<file path="src/rtl/ibr_land_pkg.sv">
package ibr_land_pkg;

    typedef enum logic [2:0] {
        BK_DIR_JMP  = 3'd0,
        BK_DIR_CALL = 3'd1,
        BK_COND     = 3'd2,
        BK_RET      = 3'd3,
        BK_IND_CREG = 3'd4,
        BK_IND_JREG = 3'd5,
        BK_IND_JMEM = 3'd6,
        BK_RSVD     = 3'd7
    } br_kind_e;

    typedef enum logic {
        ST_IDLE        = 1'b0,
        ST_WAIT_TARGET = 1'b1
    } land_state_e;

    localparam int unsigned MARK_BYTES_DEF = 4;
    localparam logic [31:0] MARK_WORD_DEF  = 32'hFA1E0FF3;

endpackage

</file>
<file path="src/rtl/ibr_land_fsm.sv">
module ibr_land_fsm
    import ibr_land_pkg::*;
#(
    parameter int unsigned ADDR_W = 32
) (
    input  logic              clk,
    input  logic              rst,
    input  logic              enf_en,
    input  logic              arm_req,
    input  logic [ADDR_W-1:0] br_target,
    input  logic              fetch_valid,
    input  logic              is_marker,
    output logic              fault_pulse,
    output logic [ADDR_W-1:0] fault_addr,
    output logic              armed
);
    land_state_e       state_q, state_d;
    logic [ADDR_W-1:0] tgt_q, tgt_d;
    logic              violate;

    always_comb begin
        state_d = state_q;
        tgt_d   = tgt_q;
        violate = 1'b0;
        unique case (state_q)
            ST_IDLE: begin
                if (arm_req) begin
                    state_d = ST_WAIT_TARGET;
                    tgt_d   = br_target;
                end
            end
            ST_WAIT_TARGET: begin
                if (fetch_valid) begin
                    violate = enf_en && !is_marker;
                    state_d = arm_req ? ST_WAIT_TARGET : ST_IDLE;
                end
                if (arm_req) begin
                    tgt_d = br_target;
                end
            end
            default: state_d = ST_IDLE;
        endcase
    end

    always_ff @(posedge clk) begin
        if (rst) begin
            state_q <= ST_IDLE;
            tgt_q   <= '0;
        end else begin
            state_q <= state_d;
            tgt_q   <= tgt_d;
        end
    end

    always_ff @(posedge clk) begin
        if (rst) begin
            fault_pulse <= 1'b0;
            fault_addr  <= '0;
        end else begin
            fault_pulse <= violate;
            if (violate) begin
                fault_addr <= tgt_q;
            end
        end
    end

    assign armed = (state_q == ST_WAIT_TARGET);

    p_hold_r4: assert property (@(posedge clk) disable iff (rst)
        (armed && !fetch_valid) |=> (armed && !fault_pulse));

    p_resolve_r5: assert property (@(posedge clk) disable iff (rst)
        (armed && fetch_valid && is_marker && !arm_req) |=> (!armed && !fault_pulse));

    p_cause_r6: assert property (@(posedge clk) disable iff (rst)
        fault_pulse |-> $past(armed && fetch_valid && enf_en));

    p_addr_hold_r11: assert property (@(posedge clk) disable iff (rst)
        !$stable(fault_addr) |-> fault_pulse);

endmodule

</file>
<file path="config.mk">
export PLATFORM = sky130hd
export DESIGN_NAME = ibr_land_fsm
export DESIGN_NICKNAME = d
export VERILOG_FILES = /design/src/rtl/ibr_land_pkg.sv /design/src/rtl/ibr_land_fsm.sv
export SDC_FILE = /design/constraint.sdc
export NUM_CORES = 1
export LEC_CHECK = 0
export ABC_AREA = 1
export BUFFER_PORTS_ARGS = -buffer_cell sky130_fd_sc_hd__buf_2
export CORE_AREA = 2 2 76 78
export DETAILED_ROUTE_END_ITERATION = 8
export DIE_AREA = 0 0 78 80
export PLACE_DENSITY = 0.72
export SYNTH_ARGS = -nofsm -noshare
export SYNTH_HDL_FRONTEND = slang
export SYNTH_SLANG_ARGS = --single-unit
</file>
<file path="constraint.sdc">
create_clock -name clk -period 1.34 [get_ports clk]
set_input_delay 0.067 -clock clk [delete_from_list [all_inputs] [get_ports clk]]
set_output_delay 0.067 -clock clk [all_outputs]
set_load 0.05 [all_outputs]
</file>
# After elaboration in Yosys (flattened, before gate mapping)
# Cells that the tools add are included.
# word_totals
register_bits,66
output_inout_bits,34
in_bits,38
wordCells,13
# op_classes
reduce_logical,2
bitwise_logic,1
n_mux,6
# ops
operator,count
$mux 32,1
$mux 1,4
$pmux 1 s2,1
$logic_and 1x1->1,1
$logic_not 1->1,1
$not 1->1,1

# Longest topological paths before layout
# Gate-level depths: netlist (run 1).
# logic_depth
depth_word,4
mapped_depth,6
mapped_depth_nobuf,5

# Least setup slack after synthesis (run 1)
# OpenSTA, ideal clock, no wires.
# synth_path
path_kind,register -> register
from,register state_q (netlist: armed)
to,register fault_addr[10]
period_less_slack_ns,1.331
path_buffers,1
setup_slack_ns,0.009
path_stages_with_launch,6
t_arrival_ns,1.267
setup_ns,0.064
path_cell_list,dfxtp_1 > nand2_2 > nor2_4 > buf_6 > nor2_1 > nor2_1
# synth_via
elab_chain_cells,1
# synth_rtl
element,line_no,rtl
from (decl),ibr_land_fsm.sv:17,"land_state_e state_q, state_d;"
from (signal assigned),ibr_land_fsm.sv:50,state_q <= state_d;
$mux 1,ibr_land_fsm.sv:25,unique case (state_q)
to (signal assigned),ibr_land_fsm.sv:62,fault_addr <= tgt_q;
to (decl),ibr_land_fsm.sv:14,"output logic [ADDR_W-1:0] fault_addr,"
# Every way passes these cells.
# A chain may end at the register's enable or synchronous reset.

# Worst setup path in the final report (run 1)
# layout_path
from,register state_q (netlist: armed)
to,register fault_addr[11]
# The elaborated chain is that of the path after synthesis.

==> PnR_summary.wiki, run 1 <==
{| class="wikitable"
! Metric !! Value
|-
| Arrival @ worst endpoint || 1.33 ns
|-
| Result of the run || finished, final reports clean
|-
| Placed Instances || 454
|-
| Non-filler cells in the finished layout || 473
|-
| Headroom to the max-slew limit || 0.821
|-
| Later-pin clock latency in the skew report || 0.33 ns
|-
| TritonCTS clock tree || done
|-
| Final Wtd Congestion || 0.742
|-
| Final antenna-violating net count || 0
|-
| Unrepaired setup endpoints after global routing || false
|-
| Sequential cell area fraction in the yosys report || 0.530
|-
| Number of instances resized during post-cts repair || 0
|-
| Via count of the first global-routing pass || 2083
|-
| Worst Setup End Kind || flip-flop
|-
| Final critical path time including I/O delays and setup || 1.10 ns
|-
| Most common library cell in the layout ignoring fill and taps || sky130_fd_sc_hd__buf_2
|-
| Die Outline Area || 6240 sq um
|-
| Syn avg cell area || 7.70 sq um
|-
| Post-placement cell area || 2890 sq um
|-
| Sum of internal, switching and leakage power || 4.35 mW
|-
| Number of clock buffers inserted by TritonCTS || 9
|-
| Detail-routed via count per cell || 4.73
|-
| Total leakage power || 1.47 nW
|-
| Clk slew on worst S/H paths || 0.07 ns
|-
| H-tree depth || 3
|-
| First-pass iteration count of the detailed router || 4
|-
| Post-synthesis cell count || 324
|-
| Number of hold violations in the final report || 0
|-
| Post-synthesis instance area || 2490 sq um
|-
| Remaining global-route overflow || 0
|-
| Vertical extent of the die || 80 microns
|-
| Wire length per cell after detailed routing || 11.3 microns
|-
| Number of failing setup endpoints in the final timing report || 0
|-
| Layout overhead on the synthesized area || 25.8%
|-
| Net count after synthesis || 362
|-
| Die W || 78 microns
|-
| Measured slew at the worst slew-check pin || 0.270 ns
|-
| # Post-CTS Setup Buffers || 0
|-
| Number of maximum-capacitance violations || 0
|-
| Placeable core area || 5410 sq um
|-
| Number of antenna violations at the first check in global routing || 0
|-
| Wire length of the first global-routing pass || 8.98 mm
|-
| Critical Setup Path Class || flip-flop to flip-flop
|-
| Maximum clock rate || 907 MHz
|-
| Hold-fix buffers, CTS || 3
|-
| I/O Pins || 72
|-
| Antenna diodes || 0
|-
| Leading cell types in the layout, fill and taps excluded || sky130_fd_sc_hd__buf_2 (71), sky130_fd_sc_hd__dfxtp_1 (66), sky130_fd_sc_hd__nor2_1 (64), sky130_fd_sc_hd__a21oi_1 (33), sky130_fd_sc_hd__nand2_1 (33)
|-
| Peak supply drop || 0.675 mV
|-
| Flip-flop and latch count after synthesis || 66
|-
| Worst setup skew after layout || 0.00465 ns
|-
| Period Utilization, post-route || 0.823
|-
| Max Fanout on Critical Path || 21
|-
| Net total in the final layout || 434
|-
| Buffer type at the clock tree root || sky130_fd_sc_hd__clkbuf_8
|-
| Worst hold path class || input port to flip-flop
|-
| Placed wire-length estimate after detailed placement || 3.53 mm
|-
| Req. time, crit path || 1.56 ns
|-
| Final wirelength || 5.34 mm
|-
| Number of core rows || 27
|-
| Number of distinct standard cells referenced by the synthesized netlist || 18
|-
| Number of buffers between clock root and the deepest sink || 2
|-
| DR vias || 2236
|-
| All-Layer GR Usage || 0.184
|-
| Pwr dens || 1390 nW/um^2
|-
| Synth Warn # || 0
|-
| Max-slew violations || 0
|-
| Initial Utilization || 0.461
|-
| Type of origin of the critical path || flip-flop
|-
| DRC violation count after routing || 0
|-
| Clock sink count || 66
|-
| Final design utilization || 0.580
|-
| Largest net degree at the start of global routing || 66
|-
| Port buffer count || 71
|-
| Final-layout setup total negative slack || 0 ns
|-
| 1st-iter DRT viols || 87
|-
| Post-layout instance area || 3140 sq um
|-
| Proportion of layout cells with a drive suffix above 1 || 0.259
|}
## cells in the mapped netlist
master	n	area, sq um
sky130_fd_sc_hd__o21ai_0	28	140
sky130_fd_sc_hd__nor3_1	1	5.00
sky130_fd_sc_hd__o21ai_1	4	20.0
sky130_fd_sc_hd__buf_6	3	33.8
sky130_fd_sc_hd__nand3_1	32	160
sky130_fd_sc_hd__buf_1	1	3.75
sky130_fd_sc_hd__clkbuf_1	1	3.75
sky130_fd_sc_hd__clkbuf_2	1	5.00
sky130_fd_sc_hd__inv_2	5	18.8
sky130_fd_sc_hd__buf_4	7	52.6
sky130_fd_sc_hd__nand2_2	2	12.5
sky130_fd_sc_hd__dfxtp_1	66	1320
sky130_fd_sc_hd__a21oi_1	33	165
sky130_fd_sc_hd__nor2_1	64	240
sky130_fd_sc_hd__nand2_1	33	124
sky130_fd_sc_hd__inv_1	32	120
sky130_fd_sc_hd__nor2_4	2	22.5
sky130_fd_sc_hd__buf_2	9	45.0
## final cells by class
type	count	area (sq um)
flip-flops and latches	66	1320
inverters	37	139
multi-input cells	199	890
fillers	531	2270
clock buffers	11	141
clock inverters	5	77.6
repair buffers	83	478
well taps	72	90.1
## cell families after synthesis
group / after synthesis / synth area share
flops: 66 / 0.530
buf+inv: 59 / 0.113
simple gates: 134 / 0.226
compound gates: 65 / 0.130
## sequential cells by signal, summed over array words and instances (netlist names)
name and cells:
tgt_q 32, fault_pulse 1, fault_addr 32, armed 1
## through the flow
step	setup WS, ns	hold slack, ns
2_1_floorplan	0.00879	0.136
3_3_place_gp	0.283	0.288
3_5_place_dp	0.244	0.286
4_1_cts	0.222	0.00400
5_1_grt	0.0851	0.0204
6_report	0.238	0.00950
## critical path, cell delays in order, from the launching register on
cell and delay, ns:
sky130_fd_sc_hd__dfxtp_1 0.36, sky130_fd_sc_hd__nand2_2 0.10, sky130_fd_sc_hd__inv_2 0.06, sky130_fd_sc_hd__buf_4 0.24, sky130_fd_sc_hd__nand3_1 0.10, sky130_fd_sc_hd__nand2_1 0.08
sky130_fd_sc_hd__nor2_1 0.05
## report_power, final
group	switching [mW]	internal, mW	total (mW)
combinational	0.305	0.161	0.466
sequential	0.0301	2.05	2.09
clock	0.711	1.09	1.80
## worst paths after layout
check	endpoint	slack, ns	start	cells past startpoint
setup / recovery	fault_addr[11]	0.24	armed	6
hold / removal	tgt_q[4]	0.009	br_target[4]	3
setup reg to reg	fault_addr[11]	0.24	armed	6
hold reg to reg	tgt_q[2]	0.46	tgt_q[2]	2
## layer usage
| layer | GRT usage | wire, microns | vias up |
|---|---|---|---|
| met2 | 0.314 | 2540 | 48 |
| met3 | 0.0452 | 254 | 8 |
| met5 | 0 | 0 | - |
| met4 | 0.0947 | 96 | 0 |
| li1 | - | - | 1165 |
| met1 | 0.216 | 2450 | 1015 |
(Power assumes the default switching activity.)
==> run 2: changes to the inputs <==
CORE_AREA = 2 2 77 79   (was 2 2 76 78)
DIE_AREA = 0 0 79 81   (was 0 0 78 80)
PLACE_DENSITY = 0.73   (was 0.72)
clock period = 0.9 ns   (was 1.34 ns; I/O delays follow)
==> run 2 against run 1 <==
  * The run now ends with negative setup slack left
  * Sequential cell count stayed put
  * Cell count up 4.0%
  * Final area up 15%
  * Largest cell class unchanged
  * Via count is 1.9% higher
  * Sequential share of layout area shrank 4.5 points
  * Register-to-register slack got worse by 0.31 ns
  * Die area is 2.5% higher
  * Non-clock buffer count increased by 17
  * Count of clock-buffer cells in the layout is 4 higher
  * Worst setup slack got worse by 0.33 ns
  * Critical endpoint is now armed
  * Total power increased by 39%
==> PnR_summary.wiki, run 2 (synthesis gave the netlist of run 1 again) <==
{| class="wikitable"
! Metric !! Value
|-
| Number of buffers and inverters on the critical path || 2 (unchanged)
|-
| Number of failing setup endpoints in the final timing report || 33 (+33)
|-
| Largest registers || fault_addr (32), tgt_q (32)
|-
| Number of core rows || 28 (+3.7%)
|-
| Placeable core area || 5680 sq um (+5.0%)
|-
| Initial Utilization || 0.439 (-0.0220)
|-
| Non-filler cells in the finished layout || 492 (+4.0%)
|-
| Number of antenna violations at the first check in global routing || 0 (unchanged)
|-
| Max Fanout on Critical Path || 2 (-90%)
|-
| Headroom to the max-slew limit || 0.870 (+0.0486)
|-
| Clk slew on worst S/H paths || 0.07 ns (about the same)
|-
| Largest net degree at the start of global routing || 28 (-58%)
|-
| Antenna diodes || 0 (unchanged)
|-
| Wire length of the first global-routing pass || 9.19 mm (+2.3%)
|-
| Worst Setup End Kind || primary output
|-
| R2R setup slack || -0.07 ns (-0.31 ns)
|-
| Placed wire-length estimate after detailed placement || 3.68 mm (+4.4%)
|-
| Final antenna-violating net count || 0 (unchanged)
|-
| Largest stage delay on the critical path || 0.36 ns (about the same)
|-
| Cells on Worst Hold Path || 3 (unchanged)
|-
| Detail-routed via count per cell || 4.63 (-2.0%)
|-
| Result of the run || finished, violations left
|-
| Crit path cell chain || buf_6, buf_8
|-
| Die W || 79 microns (+1.3%)
|-
| DRC violation count after routing || 0 (unchanged)
|-
| All-Layer GR Usage || 0.186 (+0.00153)
|-
| Critical Setup Path Class || flip-flop to primary output
|-
| Worst Hold Margin || 0.00334 ns (-0.00616 ns)
|-
| Final wirelength || 5.65 mm (+5.8%)
|-
| Req. time, crit path || 0.85 ns (-0.71 ns)
|-
| Unrepaired setup endpoints after global routing || true
|-
| Clock sink count || 66 (unchanged)
|-
| Path length in cells of the critical path || 2 (-4)
|-
| Remaining global-route overflow || 0 (unchanged)
|-
| Leading cell types in the layout, fill and taps excluded || sky130_fd_sc_hd__nor2_1 (63), sky130_fd_sc_hd__buf_2 (37), sky130_fd_sc_hd__dfxtp_1 (35), sky130_fd_sc_hd__a21oi_1 (33), sky130_fd_sc_hd__nand2_1 (33)
|-
| CP top delay family || flip-flops
|-
| TritonCTS clock tree || done
|-
| Number of maximum-capacitance violations || 0 (unchanged)
|-
| Path depth of the worst reg2reg path || 6 (unchanged)
|-
| Wire length per cell after detailed routing || 11.5 microns (+1.7%)
|-
| Final critical path time including I/O delays and setup || 0.993 ns
|-
| DR vias || 2279 (+1.9%)
|-
| Sum of internal, switching and leakage power || 6.05 mW (+39%)
|-
| Crit path setup slack, layout || -0.0925 ns (-0.330 ns)
|-
| Net total in the final layout || 451 (+3.9%)
|-
| Buffer type at the clock tree root || sky130_fd_sc_hd__clkbuf_8
|-
| Final Wtd Congestion || 0.763 (+2.7%)
|-
| Peak supply drop || 1.09 mV (+62%)
|-
| Total leakage power || 1.61 nW (+9.8%)
|-
| 1st-iter DRT viols || 103 (+18%)
|-
| Proportion of layout cells with a drive suffix above 1 || 0.329 (+0.0692)
|-
| Die Outline Area || 6400 sq um (+2.5%)
|-
| First-pass iteration count of the detailed router || 4 (unchanged)
|-
| Type of origin of the critical path || flip-flop
|-
| Worst hold path class || input port to flip-flop
|-
| Later-pin clock latency in the skew report || 0.33 ns (about the same)
|-
| Measured slew at the worst slew-check pin || 0.193 ns (-0.0768 ns)
|-
| Max-slew violations || 0 (unchanged)
|-
| H-tree depth || 3 (unchanged)
|-
| Arrival @ worst endpoint || 0.95 ns (-0.38 ns)
|-
| Worst setup skew after layout || 0.00894 ns (+0.00429 ns)
|-
| Most common library cell in the layout ignoring fill and taps || sky130_fd_sc_hd__nor2_1
|-
| Maximum clock rate || 1010 MHz
|-
| Via count of the first global-routing pass || 2104 (+1.0%)
|-
| Pwr dens || 1670 nW/um^2 (+21%)
|-
| Number of buffers between clock root and the deepest sink || 2 (unchanged)
|-
| Crit path max-delay cell type || sky130_fd_sc_hd__dfxtp_4
|-
| Vertical extent of the die || 81 microns (+1.3%)
|-
| Number of hold violations in the final report || 0 (unchanged)
|-
| Period Utilization, post-route || 1.10
|-
| Number of clock buffers inserted by TritonCTS || 9 (unchanged)
|-
| Port buffer count || 71 (unchanged)
|-
| Layout overhead on the synthesized area || 45.1%
|-
| Placed Instances || 461 (+1.5%)
|-
| I/O Pins || 72 (unchanged)
|-
| Violated checks || negative setup slack
|}
run 2: cell types whose count changed in the layout (fill, tap and decap cells not counted), moves of 4 or more:
cell,previous run,this run
sky130_fd_sc_hd__buf_2,71,37
sky130_fd_sc_hd__dfxtp_1,66,35
sky130_fd_sc_hd__buf_6,0,30
sky130_fd_sc_hd__dfxtp_2,0,30
sky130_fd_sc_hd__dlygate4sd3_1,3,14
sky130_fd_sc_hd__buf_12,2,9
sky130_fd_sc_hd__buf_8,0,4
sky130_fd_sc_hd__clkbuf_1,1,5
run 2: worst paths after layout:
check | start | to
setup reg to reg | armed | fault_addr[22]
hold reg to reg | tgt_q[28] | tgt_q[28]
setup / recovery | armed | armed
hold / removal | br_target[11] | tgt_q[11]
run 2: cell type report:
class / count / area [sq um]
Tap cell: 75 / 93.8
Multi-Input combinational cell: 199 / 897
Inverter: 37 / 141
Timing Repair Buffer: 100 / 966
Clock buffer: 15 / 156
Sequential cell: 66 / 1360
Fill cell: 491 / 2060
run 2: layer usage:
| layer | global-route usage | wire, microns | vias up |
|---|---|---|---|
| met5 | 0 | 0 | - |
| met4 | 0.100 | 74 | 0 |
| met2 | 0.311 | 2760 | 60 |
| met3 | 0.0322 | 286 | 8 |
| met1 | 0.230 | 2530 | 1011 |
| li1 | - | - | 1200 |
run 2: worst reg2reg max path, cell delays in order, from the launching register on:
cell,delay [ns]
sky130_fd_sc_hd__dfxtp_4,0.37
sky130_fd_sc_hd__nand2_4,0.07
sky130_fd_sc_hd__inv_4,0.09
sky130_fd_sc_hd__buf_12,0.13
sky130_fd_sc_hd__nand3_1,0.08
sky130_fd_sc_hd__nand2_1,0.08
sky130_fd_sc_hd__nor2_1,0.04
run 2: timing repair:
action                     4_1_cts  5_1_grt
setup endpoints to repair       66       54
pin swaps                        0        0
cloned                           0        1
gates resized for setup         83       20
hold endpoints to repair        15        0
setup buffers                    1        0
hold buffers                    14        0
run 2: stage by stage:
step | setup WS (ns) | utilization | instance area [sq um] | setup TNS (ns)
after global placement | 0.000594 | 0.532 | 3020 | 0
final | -0.0925 | 0.637 | 3620 | -1.83
after global routing | -0.152 | 0.637 | 3620 | -3.98
after detailed placement | -0.0555 | 0.532 | 3020 | -0.496
after CTS | -0.103 | 0.627 | 3560 | -1.55
after floorplan | -0.0994 | - | 2520 | -2.98
run 2: power breakdown:
group	internal [mW]	switching, mW	total [mW]
registers	3.07	0.0548	3.12
logic	0.378	0.481	0.859
clock network	1.07	1.00	2.07
==> run 3: changes to the inputs <==
HOLD_SLACK_MARGIN = 0.1   (was unset)
==> run 3 against run 2 <==
  * The flow still finishes with violations (negative setup slack)
  * First-iteration DRC count fell by 0.97%
  * Register-to-register slack is essentially flat
  * Total power is 1.1% higher
  * Count of clock-buffer cells in the layout unchanged
  * Critical path type unchanged
==> PnR_summary.wiki, run 3 (synthesis gave the netlist of run 1 again) <==
{| class="wikitable"
! Metric !! Value
|-
| Result of the run || finished, violations left
|-
| Violated checks || negative setup slack
|-
| All-Layer GR Usage || 0.198 (+0.0122)
|-
| Placed wire-length estimate after detailed placement || 3.68 mm (unchanged)
|-
| Worst Hold Margin || 0.0401 ns (+0.0368 ns)
|-
| Placeable core area || 5680 sq um (unchanged)
|-
| Via count of the first global-routing pass || 2234 (+6.2%)
|-
| Die Outline Area || 6400 sq um (unchanged)
|-
| H-tree depth || 3 (unchanged)
|-
| Number of core rows || 28 (unchanged)
|-
| Arrival @ worst endpoint || 0.95 ns (about the same)
|-
| Final design utilization || 0.675 (+0.0379)
|-
| 1st-iter DRT viols || 102 (-0.97%)
|-
| Number of failing setup endpoints in the final timing report || 33 (unchanged)
|-
| Critical Setup Path Class || flip-flop to primary output
|-
| Antenna diodes || 0 (unchanged)
|-
| Initial Utilization || 0.439 (unchanged)
|-
| Die W || 79 microns (unchanged)
|-
| Wire length per cell after detailed routing || 11.8 microns (+2.5%)
|-
| Max-slew violations || 0 (unchanged)
|-
| DR vias || 2384 (+4.6%)
|-
| Final wirelength || 6.04 mm (+6.9%)
|-
| Leading cell types in the layout, fill and taps excluded || sky130_fd_sc_hd__nor2_1 (63), sky130_fd_sc_hd__buf_2 (37), sky130_fd_sc_hd__dlygate4sd3_1 (35), sky130_fd_sc_hd__dfxtp_1 (34)
|-
| Worst hold path class || input port to flip-flop
|-
| Launch point of the worst hold path || enf_en
|-
| Clock share of power || 0.337 (-0.005)
|-
| Maximum clock rate || 1010 MHz (-0.24%)
|-
| Number of hold violations in the final report || 0 (unchanged)
|-
| Launching point of the worst reg2reg path || armed
|-
| Clock sink count || 66 (unchanged)
|-
| Final critical path time including I/O delays and setup || 0.995 ns (+0.00235 ns)
|-
| Max Fanout on Critical Path || 2 (unchanged)
|-
| Peak supply drop || 1.10 mV (+0.35%)
|-
| Unrepaired setup endpoints after global routing || true
|-
| DRC violation count after routing || 0 (unchanged)
|-
| TritonCTS clock tree || done
|-
| Layout overhead on the synthesized area || 53.7%
|-
| Worst setup skew after layout || 0.0109 ns (+0.00192 ns)
|-
| Total leakage power || 1.70 nW (+5.5%)
|-
| Worst Setup End Kind || primary output
|-
| R2R setup slack || -0.08 ns (about the same)
|-
| Vertical extent of the die || 81 microns (unchanged)
|-
| First-pass iteration count of the detailed router || 4 (unchanged)
|-
| Buffer type at the clock tree root || sky130_fd_sc_hd__clkbuf_8
|-
| Req. time, crit path || 0.85 ns (about the same)
|-
| Gate power share || 0.153 (+0.011)
|-
| Period Utilization, post-route || 1.11 (+0.00261)
|-
| Largest stage delay on the critical path || 0.36 ns (about the same)
|-
| Wire length of the first global-routing pass || 9.76 mm (+6.2%)
|-
| Most common library cell in the layout ignoring fill and taps || sky130_fd_sc_hd__nor2_1
|-
| Later-pin clock latency in the skew report || 0.33 ns (about the same)
|-
| Share of power burned in registers || 0.510 (-0.006)
|-
| Crit path max-delay cell type || sky130_fd_sc_hd__dfxtp_4
|-
| Launching instance or port of the critical path || armed
|-
| Proportion of total power due to net switching || 0.253 (-0.00152)
|-
| Final Wtd Congestion || 0.763 (unchanged)
|-
| Largest net degree at the start of global routing || 28 (unchanged)
|-
| Crit path setup slack, layout || -0.0949 ns (-0.00235 ns)
|-
| Measured slew at the worst slew-check pin || 0.196 ns (+0.00230 ns)
|-
| Remaining global-route overflow || 0 (unchanged)
|-
| Number of maximum-capacitance violations || 0 (unchanged)
|-
| Number of clock buffers inserted by TritonCTS || 9 (unchanged)
|-
| Clk slew on worst S/H paths || 0.07 ns (about the same)
|-
| Proportion of layout cells with a drive suffix above 1 || 0.315 (-0.0135)
|-
| Internal || 4.57 mW (+1.3%)
|-
| Type of origin of the critical path || flip-flop
|-
| Crit path cell chain || buf_6, buf_8
|-
| Number of antenna violations at the first check in global routing || 0 (unchanged)
|-
| Net total in the final layout || 472 (+4.7%)
|-
| Headroom to the max-slew limit || 0.868 (-0.00155)
|-
| Detail-routed via count per cell || 4.65 (+0.33%)
|-
| Largest registers || fault_addr (32), tgt_q (32)
|-
| Hold-fix buffers, CTS || 35 (+21)
|-
| Port buffer count || 71 (unchanged)
|-
| Pwr dens || 1600 nW/um^2 (-4.5%)
|-
| Final antenna-violating net count || 0 (unchanged)
|-
| I/O Pins || 72 (unchanged)
|-
| Number of buffers between clock root and the deepest sink || 2 (unchanged)
|-
| P_sw || 1.55 mW (+0.53%)
|}
## run 3: changes by cell type in the layout (fill, tap and decap cells not counted), sizes merged
| cell | change |
|---|---|
| dlygate4sd3 | +21 |
## run 3: final timing paths
check,depth (start not counted),end
min reg2reg,2,tgt_q[29]
max,2,armed
min,3,fault_pulse
max reg2reg,6,fault_addr[10]
## run 3: final cells by class
cell class              count  area (sq um)
flip-flops and latches     66          1360
well taps                  75          93.8
multi-input cells         199           897
clock buffers              15           156
inverters                  37           141
repair buffers            121          1180
fillers                   452          1840
## run 3: metrics by stage
step	worst slack, ns	cell area [sq um]	cells	power [mW]	setup TNS, ns
floorplan	-0.0994	2520	324	3.66	-2.98
global placement	0.000594	3020	461	3.89	0
detailed placement	-0.0555	3020	461	3.91	-0.496
CTS	-0.103	3770	512	6.14	-1.55
global route	-0.155	3830	513	6.40	-4.05
finish	-0.0949	3830	513	6.12	-1.97
## run 3: layer usage
metal  vias to the layer above  part of all wire  global-route usage
li1                       1240                 -                   -
met1                      1072              0.43               0.240
met2                        64              0.51               0.342
met3                         8             0.046              0.0311
met4                         0             0.012               0.102
met5                         -                 0                   0
## run 3: power by group through the flow
stage	Sequential (mW)	Clock, mW	Combinational [mW]
finish	3.12	2.06	0.938
global route	3.13	2.24	1.03
CTS	3.12	2.11	0.915
detailed placement	3.17	0	0.743
global placement	3.16	0	0.730
floorplan	3.30	0	0.363
## run 3: worst max-delay path, delay by kind of cell (launching register included)
family                 cells  cell delay (ns)
DFF                        1             0.36
buffers and inverters      2             0.26
## run 3: repair_timing
item                       in CTS  in global routing
hold endpoints to repair       34                  1
gates resized for setup        83                 22
setup buffers                   1                  0
setup endpoints to repair      66                 54
cloned                          0                  1
